<file path="config.mk">
export PLATFORM = sky130hd
export DESIGN_NAME = plru_victim_sel
export DESIGN_NICKNAME = d
export VERILOG_FILES = /design/src/rtl/plru_pkg.sv /design/src/rtl/plru_tree_store.sv /design/src/rtl/plru_tree_walk.sv /design/src/rtl/plru_free_pick.sv /design/src/rtl/plru_victim_sel.sv
export SDC_FILE = /design/constraint.sdc
export NUM_CORES = 1
export LEC_CHECK = 0
export BUFFER_PORTS_ARGS = -buffer_cell sky130_fd_sc_hd__buf_4
export CORE_AREA = 2 2 92 129
export DETAILED_ROUTE_END_ITERATION = 12
export DIE_AREA = 0 0 94 131
export GPL_ROUTABILITY_DRIVEN = 0
export GPL_TIMING_DRIVEN = 0
export HOLD_SLACK_MARGIN = 0.15
export PLACE_DENSITY = 0.66
export SETUP_SLACK_MARGIN = 0.05
export SLEW_MARGIN = 15
export SYNTH_ARGS = -nofsm -noshare
export SYNTH_HDL_FRONTEND = slang
export SYNTH_SLANG_ARGS = --single-unit
</file>
<file path="constraint.sdc">
create_clock -name clk -period 4.8 [get_ports clk]
set_input_delay 0.24 -clock clk [delete_from_list [all_inputs] [get_ports clk]]
set_output_delay 0.24 -clock clk [all_outputs]
set_load 0.05 [all_outputs]
</file>
<file path="src/rtl/plru_pkg.sv">
package plru_pkg;
  // Heap index of the tree node visited at level lvl on the way to leaf way.
  function automatic int unsigned path_node(int unsigned lvl, int unsigned way,
                                            int unsigned levels);
    return ((32'd1 << lvl) - 32'd1) + (way >> (levels - lvl));
  endfunction

  // Direction bit of leaf way at level lvl (1 = upper half).
  function automatic logic path_dir(int unsigned lvl, int unsigned way,
                                    int unsigned levels);
    return logic'((way >> (levels - 1 - lvl)) & 32'd1);
  endfunction
endpackage

</file>
<file path="src/rtl/plru_tree_store.sv">
module plru_tree_store #(
  parameter int NUM_SETS = 16,
  parameter int WAYS     = 8,
  localparam int SET_W   = $clog2(NUM_SETS),
  localparam int WAY_W   = $clog2(WAYS),
  localparam int TB      = WAYS - 1
) (
  input  logic             clk,
  input  logic             rst,
  input  logic             upd_en,
  input  logic [SET_W-1:0] set_idx,
  input  logic [WAY_W-1:0] upd_way,
  output logic [TB-1:0]    cur_bits
);
  import plru_pkg::*;

  logic [TB-1:0] tree_q [NUM_SETS];
  logic [TB-1:0] next_bits;

  assign cur_bits = tree_q[set_idx];

  generate
    if (WAYS == 2) begin : g_pair
      always_comb next_bits = ~upd_way[0];
    end else begin : g_tree
      always_comb begin
        next_bits = tree_q[set_idx];
        for (int lvl = 0; lvl < WAY_W; lvl++) begin
          next_bits[path_node(lvl, int'(upd_way), WAY_W)] =
            ~path_dir(lvl, int'(upd_way), WAY_W);
        end
      end
    end
  endgenerate

  always_ff @(posedge clk) begin
    if (rst) begin
      for (int s = 0; s < NUM_SETS; s++) tree_q[s] <= '0;
    end else if (upd_en) begin
      tree_q[set_idx] <= next_bits;
    end
  end
endmodule

</file>
<file path="src/rtl/plru_tree_walk.sv">
module plru_tree_walk #(
  parameter int WAYS    = 8,
  localparam int WAY_W  = $clog2(WAYS),
  localparam int TB     = WAYS - 1
) (
  input  logic [TB-1:0]    bits,
  output logic [WAY_W-1:0] leaf_way
);
  generate
    if (WAYS == 2) begin : g_pair
      assign leaf_way = bits[0];
    end else begin : g_tree
      always_comb begin
        int node;
        node = 0;
        for (int lvl = 0; lvl < WAY_W; lvl++) begin
          node = 2 * node + 1 + int'(bits[node]);
        end
        leaf_way = WAY_W'(node - TB);
      end
    end
  endgenerate
endmodule

</file>
<file path="src/rtl/plru_free_pick.sv">
module plru_free_pick #(
  parameter int WAYS   = 8,
  localparam int WAY_W = $clog2(WAYS)
) (
  input  logic [WAYS-1:0]  line_valid,
  output logic             any_free,
  output logic [WAY_W-1:0] free_way
);
  always_comb begin
    free_way = '0;
    for (int i = WAYS - 1; i >= 0; i--) begin
      if (!line_valid[i]) free_way = WAY_W'(i);
    end
  end
  assign any_free = ~&line_valid;
endmodule

</file>
<file path="src/rtl/plru_victim_sel.sv">
module plru_victim_sel #(
  parameter int NUM_SETS = 16,
  parameter int WAYS     = 8,
  localparam int SET_W   = $clog2(NUM_SETS),
  localparam int WAY_W   = $clog2(WAYS),
  localparam int TB      = WAYS - 1
) (
  input  logic             clk,
  input  logic             rst,
  input  logic [SET_W-1:0] req_set,
  input  logic             acc_valid,
  input  logic [WAY_W-1:0] acc_way,
  input  logic             fill_req,
  input  logic [WAYS-1:0]  line_valid,
  output logic             victim_valid,
  output logic [WAY_W-1:0] victim_way
);
  logic [TB-1:0]    set_bits;
  logic [WAY_W-1:0] tree_way;
  logic [WAY_W-1:0] free_way;
  logic             any_free;

  plru_tree_store #(.NUM_SETS(NUM_SETS), .WAYS(WAYS)) u_store (
    .clk(clk), .rst(rst), .upd_en(acc_valid), .set_idx(req_set),
    .upd_way(acc_way), .cur_bits(set_bits)
  );

  plru_tree_walk #(.WAYS(WAYS)) u_walk (.bits(set_bits), .leaf_way(tree_way));

  plru_free_pick #(.WAYS(WAYS)) u_free (
    .line_valid(line_valid), .any_free(any_free), .free_way(free_way)
  );

  always_ff @(posedge clk) begin
    if (rst) begin
      victim_valid <= 1'b0;
      victim_way   <= '0;
    end else begin
      victim_valid <= fill_req;
      if (fill_req) victim_way <= any_free ? free_way : tree_way;
    end
  end
endmodule

</file>
After elaboration in Yosys (flattened, before gate mapping)

Memories as Yosys holds them, arrays and structs flattened.
Cells that the tools add are included.

Flip-flop bits (word level): 4
RAM bits: 112
Input port bits: 19
Output and inout port bits: 4
Memories kept: 1

Memory list:

| memory         | depth | bits a word | read ports | clocked after Yosys merged registers in | wr ports | line                  | source |
|---|---|---|---|---|---|---|---|
| u_store.tree_q | 16    | 7           | 1          | 0                                       | 16       | plru_tree_store.sv:17 | `logic [TB-1:0] tree_q [NUM_SETS];` |

Add/sub/neg operators: 8
Order comparisons: 6
Multiplexer cells: 29
Bitwise operators: 3
Reduce and logical (&&, ||, !) cells: 4

Operator list:

| kind                    | number |
|---|---|
| $ge A32 B1 Y1 const B   | 2 |
| $lt A32 B4 Y1 const B   | 2 |
| $lt A32 B5 Y1 const B   | 2 |
| $add A32 B2 Y32         | 1 |
| $add A32 B2 Y32 const B | 1 |
| $mux W3                 | 9 |
| $bwmux W7               | 2 |
| $mux W1                 | 12 |
| $reduce_and A8 Y1       | 1 |
| $mux W7                 | 1 |
| $reduce_or A7 Y1        | 1 |
| $bmux W1 S3             | 2 |
| $demux W1 S3            | 2 |
| $add A1 B1 Y2 const A   | 2 |
| $mux W4                 | 1 |
| $add A2 B2 Y3 const A   | 1 |
| $add A3 B2 Y3           | 1 |
| $add A3 B2 Y3 const B   | 1 |
| $not A1 Y1              | 3 |
| $sub A3 B1 Y3 const B   | 1 |
| $logic_and A1 B1 Y1     | 2 |

Longest topological paths before layout

An unclocked memory read counts as a cell.

Word-level depth: 12
Depth in mapped cells: 12

Modules after synthesis

Synthesis repeated with hierarchy kept, for this count alone.

Cells, all modules: 464
Area total of the unflattened synthesis: 6008.3 sq um

By module, submodules not included:

| module          | times used | cells each | area each (sq um) | sequential area each (sq um) |
|---|---|---|---|---|
| plru_tree_store | 1          | 430        | 5735.5            | 3363.2 |
| plru_victim_sel | 1          | 14         | 150.1             | 80.1 |
| plru_free_pick  | 1          | 15         | 73.8              | 0.0 |
| plru_tree_walk  | 1          | 5          | 48.8              | 0.0 |

Worst setup path before layout

No wires, ideal clock.

Kind: input to register
From: in req_set[0]
To: reg victim_way[0]
Library setup time: 121 ps
Arrival time: 2602 ps
Required time: 4679 ps
Path slack: 2077 ps
Stages: 12
Path buffers: 3
Cell sequence: buf_6 buf_12 mux4_2 a22oi_2 nand2_2 mux2_4 ha_1 clkbuf_1 mux2i_1 o221ai_1 a31oi_1 o21ai_1

Cells in the longest elaborated chain, start to end: 12

RTL lines:

| element                                                                 | line                  | source |
|---|---|---|
| start: declaration                                                      | plru_victim_sel.sv:10 | `input logic [SET_W-1:0] req_set,` |
| $mem_v2 Z16 W7 (*)                                                      | --                    |  |
| parallel branches: the longest is 5 deep, another holds $add A32 B2 Y32 | --                    |  |
| $bmux W1 S3 (*)                                                         | plru_tree_walk.sv:17  | `node = 2 * node + 1 + int'(bits[node]);` |
| $mux W1 (not written as such) (*) (2 in series)                         | plru_tree_walk.sv:17  |  |
| $add A3 B2 Y3 (*)                                                       | plru_tree_walk.sv:17  |  |
| $sub A3 B1 Y3 (*)                                                       | plru_tree_walk.sv:19  | `leaf_way = WAY_W'(node - TB);` |
| $mux W3 (*)                                                             | plru_victim_sel.sv:40 | `if (fill_req) victim_way <= any_free ? free_way : tree_way;` |
| end signal: assignment                                                  | plru_victim_sel.sv:40 |  |
| end: declaration                                                        | plru_victim_sel.sv:16 | `output logic [WAY_W-1:0] victim_way` |

Every way passes the cells marked *. The select of a mux whose other input is x is not followed.
A chain may end at the register's enable or synchronous reset.

Worst setup path in the final report

From: mem u_store.tree_q[8][0] (netlist name)
To: reg victim_way[0]

Cells in the longest elaborated chain, start to end: 12

RTL lines:

| element                                                                 | line |
|---|---|
| start: declaration                                                      | plru_tree_store.sv:17 |
| $mem_v2 Z16 W7 (*)                                                      | -- |
| parallel branches: the longest is 5 deep, another holds $add A32 B2 Y32 | -- |
| $bmux W1 S3 (*)                                                         | plru_tree_walk.sv:17 |
| $mux W1 (not written as such) (*) (2 in series)                         | plru_tree_walk.sv:17 |
| $add A3 B2 Y3 (*)                                                       | plru_tree_walk.sv:17 |
| $sub A3 B1 Y3 (*)                                                       | plru_tree_walk.sv:19 |
| $mux W3 (*)                                                             | plru_victim_sel.sv:40 |

Marked as above.

==> results.tsv <==
metric	value	unit
initial_utilization	48.90	%
outcome	finished clean	
finalWirelength	13290	um
grt-ovfl-total	0	
ys_top_cells_by_count	nor2_1, edfxtp_1, mux4_2	
synth_area_leaders	edfxtp_1, mux4_2, nor2_1	
maxClockFrequency	351.0	MHz
syn-cell-area	5488	um^2
cts-htree-levels	4	
synth_enable_flop_cells	112	
cap_violations	0	
finalMaxSlewViolations	0	
via_per_inst	5.876	
ys.flop_type	edfxtp_1	
min_period	2.849	ns
initialDrtViolationCount	420	
async_flop_share	0	%
maxSlewHeadroom	42.32	%
die_area	12310	um^2
swShare	21.75	%
area_delta_synth_final	18.81	%
post-place-ws	1.574	ns
hold_path_class	input pin to register	
intPower	2.240	mW
crit_fanout	6	
synth_nets	416	
diodes	0	
avgSynthCellArea	14.04	um^2
tns	0	ns
setup_viol	0	
numCtsBuffers	17	
core	11220	um^2
synth-seq-area-share	62.75	%
grt_max_degree	17	
root_buffer	clkbuf_16	
power.density	439.0	nW/um^2
final_net_count	458	
yosysTopAreaCell	edfxtp_1	
combinationalPowerShare	9.5	%
postCtsSetupRepairBufs	0	
antenna_left	0	
dp_cells	555	
p_clk_share	49.8	%
cts.sinks	116	
grt.total_usage	23.39	%
cp.arrival	3.15	ns
cts_tree	built	
synth_seq_cells	116	
min_period_over_period	59.35	%
pwr-share-seq	40.7	%
antenna_found_initial	0	
die_w	94	um
ir_worst_vdd	0.0002352	V
synth.top_cell.area_share	61.29	%
crit_required	5.10	ns
cts.path.max_buffers	2	
routed-via-count	3467	
grt_setup_unrepaired	no	
wl_per_cell	22.52	um
io_pins	23	
drc	0	
ys_types	44	
grt_pass1_wl	20170	um
finalInstanceArea	6520	um^2
portBuffers	20	
dp_hpwl	9171	um
grt_pass1_vias	3536	
dr.pass1.iters	5	
drive_gt1_share	24.44	%
p_sw	0.6224	mW
postLayoutSetupSlackWorst	1.951	ns
insertion_delay	0.42	ns
rows	46	
synth_most_common_cell	nor2_1	
clkTransAtPathRegs	0.06	ns
ys_warn_count	0	
cp-start-kind	register	
die_h	131	um
skew	0.01165	ns
total_leakage_power	2.314	nW
dpl_cell_area	5818	um^2
stdcell_count	590	
end_kind	register	
path_class	register to register	
hold_viol	0	
worstMarginPinSlew	0.8535	ns
syn_inst	391	
[routing by layer]
| layer | track usage, % | vias up | part of all wire [%] |
|---|---|---|---|
| met5 | 0 | - | 0 |
| met4 | 11.00 | 0 | 4.0 |
| met3 | 6.651 | 36 | 7.2 |
| met2 | 39.75 | 170 | 53 |
| met1 | 27.47 | 1727 | 36 |
| li1 | - | 1534 | - |
[power by group through the flow]
stage | sequential [mW] | clock [mW] | combinational (mW)
6_report | 1.16 | 1.43 | 0.272
2_1_floorplan | 1.18 | 0 | 0.180
3_5_place_dp | 1.18 | 0 | 0.269
3_3_place_gp | 1.18 | 0 | 0.266
5_1_grt | 1.17 | 1.48 | 0.290
4_1_cts | 1.16 | 1.43 | 0.273
[area by class of cell]
| type | count | area (um^2) |
|---|---|---|
| Tap cell | 144 | 180.2 |
| Sequential cell | 116 | 3443 |
| Inverter | 5 | 18.77 |
| Timing Repair Buffer | 23 | 180.2 |
| Multi-Input combinational cell | 250 | 1904 |
| Clock inverter | 14 | 232.7 |
| Fill cell | 886 | 4703 |
| Clock buffer | 18 | 439.2 |
| Buffer | 20 | 121.4 |
[placed cells by master (no fill, tap or decap), drive strengths merged, types with 2 or more instances in the layout]
| master | count |
|---|---|
| o21ai | 5 |
| nand2 | 26 |
| dlygate4sd3 | 3 |
| nor2 | 116 |
| mux2i | 5 |
| inv | 5 |
| clkinv | 3 |
| dfxtp | 4 |
| bufinv | 6 |
| and2 | 2 |
| a22oi | 4 |
| ha | 6 |
| nand2b | 23 |
| a21oi | 5 |
| clkbuf | 23 |
| nor2b | 3 |
| nor4bb | 2 |
| nand4 | 2 |
| clkinvlp | 5 |
| mux4 | 32 |
| edfxtp | 112 |
| mux2 | 2 |
| o221ai | 2 |
| buf | 35 |
| a31oi | 4 |
[sequential cells by signal, indices dropped and copies added (netlist names)]
name and cells:
u_store.tree_q 112, victim_valid 1, victim_way 3
[path summary, 6_finish.rpt]
check	cells past startpoint	slack, ns	endpoint	startpoint
setup reg to reg	10	1.95	victim_way[0]	u_store.tree_q[8][0]
setup / recovery	10	1.95	victim_way[0]	u_store.tree_q[8][0]
hold reg to reg	2	0.48	victim_way[2]	victim_way[2]
hold / removal	4	0.19	victim_way[0]	rst
[kinds of logic after synthesis]
family / count (synthesis) / synth area share [%]
simple gates: 178 / 14.09
flops: 116 / 62.75
mux: 39 / 15.44
compound gates: 26 / 3.648
buf+inv: 25 / 2.554
fa+ha+maj: 6 / 1.368
xor+xnor: 1 / 0.1596
[metrics by stage]
stage / hold slack (ns) / power (mW) / utilization [%]
after floorplan: 0.3682 / 1.362 / -
after global placement: 0.4566 / 1.446 / 51.84
after detailed placement: 0.4636 / 1.453 / 51.84
after CTS: 0.1776 / 2.870 / 58.09
after global routing: 0.1986 / 2.941 / 58.09
final: 0.1922 / 2.862 / 58.09
[repair_timing]
item | in CTS | in global routing
hold buffers | 3 | 0
gates resized for setup | 0 | 0
endpoints found under the hold margin | 3 | 0
[worst max-delay path, cell delays in order, from the launching register on]
cell      delay (ns)
edfxtp_1        0.37
mux4_2          0.50
a22oi_2         0.23
nand2_2         0.13
mux2_4          0.35
ha_1            0.28
clkbuf_1        0.26
mux2i_1         0.23
o221ai_1        0.14
a31oi_1         0.18
o21ai_1         0.08
Note: power is estimated with default switching activity, not from simulation.
